`config.mk`:
```
export PLATFORM = sky130hd
export DESIGN_NAME = bitfile_diff_scan
export DESIGN_NICKNAME = d
export VERILOG_FILES = /design/src/rtl/bfd_pkg.sv /design/src/rtl/bfd_bitarr.sv /design/src/rtl/bfd_resbuf.sv /design/src/rtl/bfd_engine.sv /design/src/rtl/bitfile_diff_scan.sv
export SDC_FILE = /design/constraint.sdc
export NUM_CORES = 1
export LEC_CHECK = 0
export ABC_AREA = 1
export BUFFER_PORTS_ARGS = -buffer_cell sky130_fd_sc_hd__clkbuf_2
export CORE_MARGIN = 3
export CORE_UTILIZATION = 36
export CTS_CLUSTER_DIAMETER = 30
export CTS_CLUSTER_SIZE = 16
export DETAILED_ROUTE_END_ITERATION = 10
export PLACE_DENSITY = 0.57
export SLEW_MARGIN = 20
export SYNTH_ARGS = -nofsm -noshare
export SYNTH_HDL_FRONTEND = slang
export SYNTH_HIERARCHICAL = 1
export SYNTH_SLANG_ARGS = --single-unit
```
`constraint.sdc`:
```
create_clock -name clk -period 2.7 [get_ports clk]
set_input_delay 0.405 -clock clk [delete_from_list [all_inputs] [get_ports clk]]
set_output_delay 0.405 -clock clk [all_outputs]
set_load 0.01 [all_outputs]
```
`src/rtl/bfd_pkg.sv`:
```
package bfd_pkg;
  typedef enum logic [1:0] {
    ST_IDLE = 2'd0,
    ST_SCAN = 2'd1,
    ST_HOLD = 2'd2,
    ST_DONE = 2'd3
  } scan_st_t;

  localparam int CTL_EN_BIT    = 15;
  localparam int CTL_DONE_BIT  = 13;
  localparam int CTL_FOUND_BIT = 8;
  localparam int RES_FULL_BIT  = 13;
endpackage

```
`src/rtl/bfd_bitarr.sv`:
```
module bfd_bitarr #(
  parameter int LEN = 64,
  parameter int AW  = $clog2(LEN)
) (
  input  logic          clk,
  input  logic          ld_en,
  input  logic [AW-1:0] ld_addr,
  input  logic          ld_bit,
  input  logic          fix_en,
  input  logic [AW-1:0] fix_addr,
  input  logic          fix_bit,
  input  logic [AW-1:0] probe_addr,
  output logic          probe_bit,
  input  logic [AW-1:0] rd_addr,
  output logic          rd_bit
);
  logic [LEN-1:0] bits_q;

  // host load wins over an engine fix in the same cycle
  always_ff @(posedge clk) begin
    if (ld_en) begin
      bits_q[ld_addr] <= ld_bit;
    end else if (fix_en) begin
      bits_q[fix_addr] <= fix_bit;
    end
    rd_bit <= bits_q[rd_addr];
  end

  assign probe_bit = bits_q[probe_addr];
endmodule

```
`src/rtl/bfd_resbuf.sv`:
```
module bfd_resbuf #(
  parameter int DEPTH = 8,
  parameter int PW    = 6,
  parameter int IW    = $clog2(DEPTH)
) (
  input  logic          clk,
  input  logic          we,
  input  logic [IW-1:0] waddr,
  input  logic [PW-1:0] wdata,
  input  logic [IW-1:0] raddr,
  output logic [PW-1:0] rdata
);
  logic [PW-1:0] mem [DEPTH];

  always_ff @(posedge clk) begin
    if (we) begin
      mem[waddr] <= wdata;
    end
    rdata <= mem[raddr];
  end
endmodule

```
`src/rtl/bfd_engine.sv`:
```
module bfd_engine
  import bfd_pkg::*;
#(
  parameter int LEN   = 64,
  parameter int DEPTH = 8,
  parameter int PW    = $clog2(LEN),
  parameter int IW    = $clog2(DEPTH),
  parameter int CW    = $clog2(DEPTH + 1)
) (
  input  logic          clk,
  input  logic          rst,
  input  logic          enable,
  input  logic          inhibit,
  input  logic          src_bit,
  input  logic          ref_bit,
  output logic [PW-1:0] probe_addr,
  output logic          hit_we,
  output logic [IW-1:0] hit_idx,
  output logic [PW-1:0] hit_pos,
  output logic          en_q,
  output logic          done_q,
  output logic          found_q,
  output logic          full_q,
  output logic [PW:0]   pos_q,
  output logic [CW-1:0] cnt_q,
  output logic          busy
);
  localparam logic [PW:0]   POS_LAST = (PW+1)'(LEN - 1);
  localparam logic [CW-1:0] CNT_LAST = CW'(DEPTH - 1);

  scan_st_t st_q;
  logic     any_q;
  logic     rise;
  logic     diff;
  logic     at_last;
  logic     fills;

  assign rise    = enable & ~en_q;
  assign diff    = src_bit ^ ref_bit;
  assign at_last = (pos_q == POS_LAST);
  assign fills   = (cnt_q == CNT_LAST);

  assign probe_addr = pos_q[PW-1:0];
  assign hit_we     = (st_q == ST_SCAN) && diff;
  assign hit_idx    = cnt_q[IW-1:0];
  assign hit_pos    = pos_q[PW-1:0];
  assign busy       = (st_q == ST_SCAN);

  always_ff @(posedge clk) begin
    if (rst) begin
      st_q    <= ST_IDLE;
      en_q    <= 1'b0;
      done_q  <= 1'b0;
      found_q <= 1'b0;
      full_q  <= 1'b0;
      any_q   <= 1'b0;
      pos_q   <= '0;
      cnt_q   <= '0;
    end else begin
      en_q <= enable;
      unique case (st_q)
        ST_IDLE: begin
          if (rise) st_q <= ST_SCAN;
        end
        ST_SCAN: begin
          pos_q <= pos_q + 1'b1;
          if (diff) begin
            cnt_q <= cnt_q + 1'b1;
            any_q <= 1'b1;
            if (fills) full_q <= 1'b1;
          end
          if (at_last) begin
            st_q    <= ST_DONE;
            done_q  <= 1'b1;
            found_q <= inhibit ? diff : (any_q | diff);
          end else if (diff && (inhibit || fills)) begin
            st_q    <= ST_HOLD;
            found_q <= inhibit;
          end
        end
        ST_HOLD: begin
          if (!enable) begin
            found_q <= 1'b0;
          end else if (rise) begin
            st_q <= ST_SCAN;
            if (full_q) begin
              cnt_q  <= '0;
              full_q <= 1'b0;
            end
          end
        end
        ST_DONE: begin
          if (!enable) begin
            st_q    <= ST_IDLE;
            done_q  <= 1'b0;
            found_q <= 1'b0;
            full_q  <= 1'b0;
            any_q   <= 1'b0;
            pos_q   <= '0;
            cnt_q   <= '0;
          end
        end
        default: st_q <= ST_IDLE;
      endcase
    end
  end
endmodule

```
`src/rtl/bitfile_diff_scan.sv`:
```
module bitfile_diff_scan
  import bfd_pkg::*;
#(
  parameter int LEN        = 64,
  parameter int RES_DEPTH  = 8,
  parameter bit UPDATE_REF = 1'b0,
  localparam int PW = $clog2(LEN),
  localparam int IW = $clog2(RES_DEPTH),
  localparam int CW = $clog2(RES_DEPTH + 1)
) (
  input  logic          clk,
  input  logic          rst,
  input  logic          enable,
  input  logic          inhibit,
  input  logic          src_ld_en,
  input  logic          src_ld_bit,
  input  logic          ref_ld_en,
  input  logic          ref_ld_bit,
  input  logic [PW-1:0] ld_addr,
  input  logic [PW-1:0] arr_rd_addr,
  output logic          src_rd_bit,
  output logic          ref_rd_bit,
  input  logic [IW-1:0] res_rd_addr,
  output logic [PW-1:0] res_rd_pos,
  output logic [15:0]   ctl_word,
  output logic [15:0]   res_word,
  output logic [PW:0]   cmp_pos,
  output logic [CW-1:0] res_cnt,
  output logic          busy
);
  logic [PW-1:0] probe_addr;
  logic          src_probe;
  logic          ref_probe;
  logic          hit_we;
  logic [IW-1:0] hit_idx;
  logic [PW-1:0] hit_pos;
  logic          ref_fix_en;
  logic          en_q, done_q, found_q, full_q;

  generate
    if (UPDATE_REF) begin : g_track
      assign ref_fix_en = hit_we;
    end else begin : g_fixed
      assign ref_fix_en = 1'b0;
    end
  endgenerate

  bfd_bitarr #(.LEN(LEN), .AW(PW)) u_src (
    .clk(clk), .ld_en(src_ld_en), .ld_addr(ld_addr), .ld_bit(src_ld_bit),
    .fix_en(1'b0), .fix_addr('0), .fix_bit(1'b0),
    .probe_addr(probe_addr), .probe_bit(src_probe),
    .rd_addr(arr_rd_addr), .rd_bit(src_rd_bit)
  );

  bfd_bitarr #(.LEN(LEN), .AW(PW)) u_ref (
    .clk(clk), .ld_en(ref_ld_en), .ld_addr(ld_addr), .ld_bit(ref_ld_bit),
    .fix_en(ref_fix_en), .fix_addr(probe_addr), .fix_bit(src_probe),
    .probe_addr(probe_addr), .probe_bit(ref_probe),
    .rd_addr(arr_rd_addr), .rd_bit(ref_rd_bit)
  );

  bfd_resbuf #(.DEPTH(RES_DEPTH), .PW(PW), .IW(IW)) u_res (
    .clk(clk), .we(hit_we), .waddr(hit_idx), .wdata(hit_pos),
    .raddr(res_rd_addr), .rdata(res_rd_pos)
  );

  bfd_engine #(.LEN(LEN), .DEPTH(RES_DEPTH), .PW(PW), .IW(IW), .CW(CW)) u_eng (
    .clk(clk), .rst(rst), .enable(enable), .inhibit(inhibit),
    .src_bit(src_probe), .ref_bit(ref_probe),
    .probe_addr(probe_addr), .hit_we(hit_we), .hit_idx(hit_idx), .hit_pos(hit_pos),
    .en_q(en_q), .done_q(done_q), .found_q(found_q), .full_q(full_q),
    .pos_q(cmp_pos), .cnt_q(res_cnt), .busy(busy)
  );

  always_comb begin
    ctl_word = '0;
    ctl_word[CTL_EN_BIT]    = en_q;
    ctl_word[CTL_DONE_BIT]  = done_q;
    ctl_word[CTL_FOUND_BIT] = found_q;
    res_word = '0;
    res_word[RES_FULL_BIT]  = full_q;
  end
endmodule

```
==> results.yml <==
layout:
  diodes: 0
  fill_cells: 3779
  regArea_um2: 5811
  fin_nets: 1963
  fin_util_pct: 43.81
  final_area_um2: 16500
  drive_above_1_share_pct: 15.51
  multi_input_area_um2: 6840
  final_cells: 2490
  synthToLayoutAreaGrowth_pct: 19.83
sta:
  drv_slew: 195
  skew_ns: 0.04634
  final_hold_viol_count: 0
  timing.final.ws_setup_ns: 0.1622
  final.setup.tns_ns: 0
  worst_slew_pin_slew_ns: 2.490
  period_minus_slack_ns: 2.538
  slew-limit-headroom_pct: -66.43
  fmax_ghz: 0.3940
  setup_violations: 0
  hold_ws_ns: 0.08299
  fin_crit_sh_pct: 93.99
  rsz0062_at_grt: "false"
logic_synthesis:
  yosys-top-cells-area: "edfxtp_1, nand2_1, o22ai_1, nand3_1, dfxtp_1"
  async_reset_ff_share_pct: 0
  ys_top_cells_by_count: "nand2_1, nand3_1, o22ai_1"
  ys_warn_count: 6
  synth_top_area_share_pct: 38.38
  synth_area_um2: 13770
  syn_area_per_cell_um2: 7.456
  synth_edf_count: 176
  yosys_most_used_dff: "edfxtp_1"
  synth-seq-cells: 202
  synth_top_area_cell: "edfxtp_1"
  seq_area_frac_synth_pct: 42.16
  ys_types: 36
  synth_most_common_cell: "nand2_1"
  postSynthCellCount: 1847
grt:
  grt_pass1_vias: 13080
  grt_antenna_before_repair: 0
  grt_use_total_pct: 22.57
  grt_first_pass_wirelength_um: 73230
  gr-total-overflow: 0
  grt_max_degree: 65
pwr:
  seq_power_share_pct: 32.0
  leakagePower_nw: 6.283
  swShare_pct: 27.18
  combPwrFrac_pct: 12.5
  ir_drop_mv: 0.4447
  p_int_mw: 7.916
  finalPower_mw: 10.87
  power_switching_mw: 2.954
  clkPwrFrac_pct: 55.5
  powerDensity_nw_per_um2: 658.8
clocking:
  h-tree-depth: 2
  cts_root_buf: "clkbuf_16"
  cts.clk_slew.worst_paths_ns: 0.04
  clkSinkCount: 202
  numCtsBuffers: 54
  max-clock-path-buffers: 3
  cts_tree: "yes"
  clk_latency_ns: 0.60
  post-cts-setup-buffer-count: 0
place:
  place_hpwl_um: 30220
  placedCellCount: 2393
  dpl_cell_area_um2: 14760
  port-buffer-count: 46
  place.gp.congestion: 0.8957
  place_ws_ns: 0.1035
routing:
  vias_per_cell: 5.588
  drc: 0
  vias: 13910
  drtIter0Drc: 1411
  dr.pass1.iters: 6
  drt-wirelength-per-cell_um: 18.87
  wirelength_um: 46980
  ant_nets: 0
floorplanning:
  initial_core_util_pct: 36.56
  die_area_um2: 40630
  core_um2: 37670
  die_x_um: 201.6
  io_pins: 75
  fp.dieH_um: 201.6
  rows: 71
setup_path:
  start_kind: "flip-flop"
  max_stage_delay_ns: 0.41
  r2r_cells: 15
  rr_endpoint: "u_res/mem[0][4]"
  cp_top_family: "simple AND/OR/NAND/NOR gates"
  cp_max_fo: 32
  worst_ep_required_time_ns: 3.00
  end_kind: "flip-flop"
  reg2reg_from: "u_eng/pos_q[0]"
  r2r_slack_ns: 0.16
  path_cells: "inv_1 -> buf_12 -> nand2_1 -> nand3_1 -> nand3_1 -> nand2_1 -> nand2_1 -> nand3_1 -> nand3_1 -> nand2_1 -> xnor2_2 -> nor2_4 -> nand2_1 -> nor2_1 -> buf_4"
  worst_path_most_repeated_cell: "nand2_1"
  cp_slowest_cell: "dfxtp_4"
  crit_type: "flip-flop to flip-flop"
  critical_path_arrival_ns: 2.84
  critical_path_buf_inv_count: 3
run:
  max_cap_viol_count: 0
min_path:
  holdPathStages: 3
  hp-class: "primary input to flip-flop"
  holdCritStartpoint: "enable"
  min_to: "u_eng/en_q"
run_status:
  outcome: "finished, violations left"
  violations: "slew limit"
==> what timing repair did <==
action / 4_1_cts / 5_1_grt
hold buffers: 0 / 0
gates resized for setup: 0 / 1
setup endpoints to repair: 0 / 6
==> layout make-up <==
| cell class | instances | share of cell area, % |
|---|---|---|
| sequential | 202 | 35.21 |
| inverter | 141 | 3.223 |
| clock inverter | 36 | 2.169 |
| tap | 511 | 3.875 |
| multi-input combinational | 1413 | 41.45 |
| clock buffer | 61 | 8.349 |
| timing repair buffer | 126 | 5.717 |
==> cells in the final DEF (no fill, tap or decap), types with 17 or more instances in the layout <==
cell / n
buf_4: 71
clkbuf_16: 54
clkbuf_2: 46
conb_1: 61
dfxtp_1: 24
edfxtp_1: 176
inv_1: 107
inv_2: 33
nand2_1: 707
nand3_1: 247
nor2_1: 34
nor3_2: 41
o21ai_0: 17
o22ai_1: 224
==> layer usage <==
layer  vias up  track usage, %  wire length (um)
li1       6505               -                 -
met1      6505           29.60             18740
met2       763           36.02             21400
met3       140           4.837              4796
met4         0           9.993              2040
met5         -               0                 0
==> power by group through the flow <==
| stage | Clock [mW] | Sequential [mW] | Combinational (mW) |
|---|---|---|---|
| floorplan | 0 | 3.52 | 0.924 |
| global placement | 0 | 3.53 | 1.28 |
| detailed placement | 0 | 3.53 | 1.29 |
| CTS | 6.14 | 3.48 | 1.30 |
| global route | 6.32 | 3.48 | 1.49 |
| finish | 6.04 | 3.48 | 1.36 |
==> registers in the layout (all words and copies together), names as in the netlist <==
signal         flops
u_eng/done_q       1
u_eng/found_q      1
u_eng/full_q       1
u_ref/rd_bit       1
u_eng/st_q         2
u_ref/bits_q      64
u_eng/pos_q        7
u_src/bits_q      64
u_res/rdata        6
u_src/rd_bit       1
u_eng/cnt_q        4
u_eng/en_q         1
u_eng/any_q        1
u_res/mem         48
==> worst reg2reg max path, stage by stage (launching register included) <==
cell and delay [ns]:
dfxtp_4 0.41, inv_1 0.09, buf_12 0.17, nand2_1 0.07, nand3_1 0.06, nand3_1 0.10
nand2_1 0.07, nand2_1 0.06, nand3_1 0.09, nand3_1 0.10, nand2_1 0.18, xnor2_2 0.23
nor2_4 0.11, nand2_1 0.12, nor2_1 0.19, buf_4 0.20
==> worst max-delay path by stage <==
stage                         startpoint               to  slack (ns)  cells after the start
after global routing      u_eng/pos_q[0]    u_eng/st_q[0]        0.02                     19
after detailed placement  u_eng/pos_q[0]  u_res/mem[4][3]        0.10                     14
final                     u_eng/pos_q[0]  u_res/mem[0][4]        0.16                     15
after CTS                 u_eng/pos_q[0]  u_res/mem[4][5]        0.08                     14
after floorplan           u_eng/pos_q[1]  u_res/mem[1][0]       0.001                     14
after global placement    u_eng/pos_q[1]  u_res/mem[4][5]        0.20                     12
==> logic make-up after synthesis <==
| logic type | synth area share [%] |
|---|---|
| AO/OA/AOI/OAI | 12.81 |
| AND/OR/NAND/NOR | 34.63 |
| buffers and inverters | 9.949 |
| adder cells (fa/ha/maj) | 0.1817 |
| other | 0.02723 |
| flip-flops | 42.16 |
| XOR/XNOR | 0.2454 |
Power figures use the tool's default switching activity.
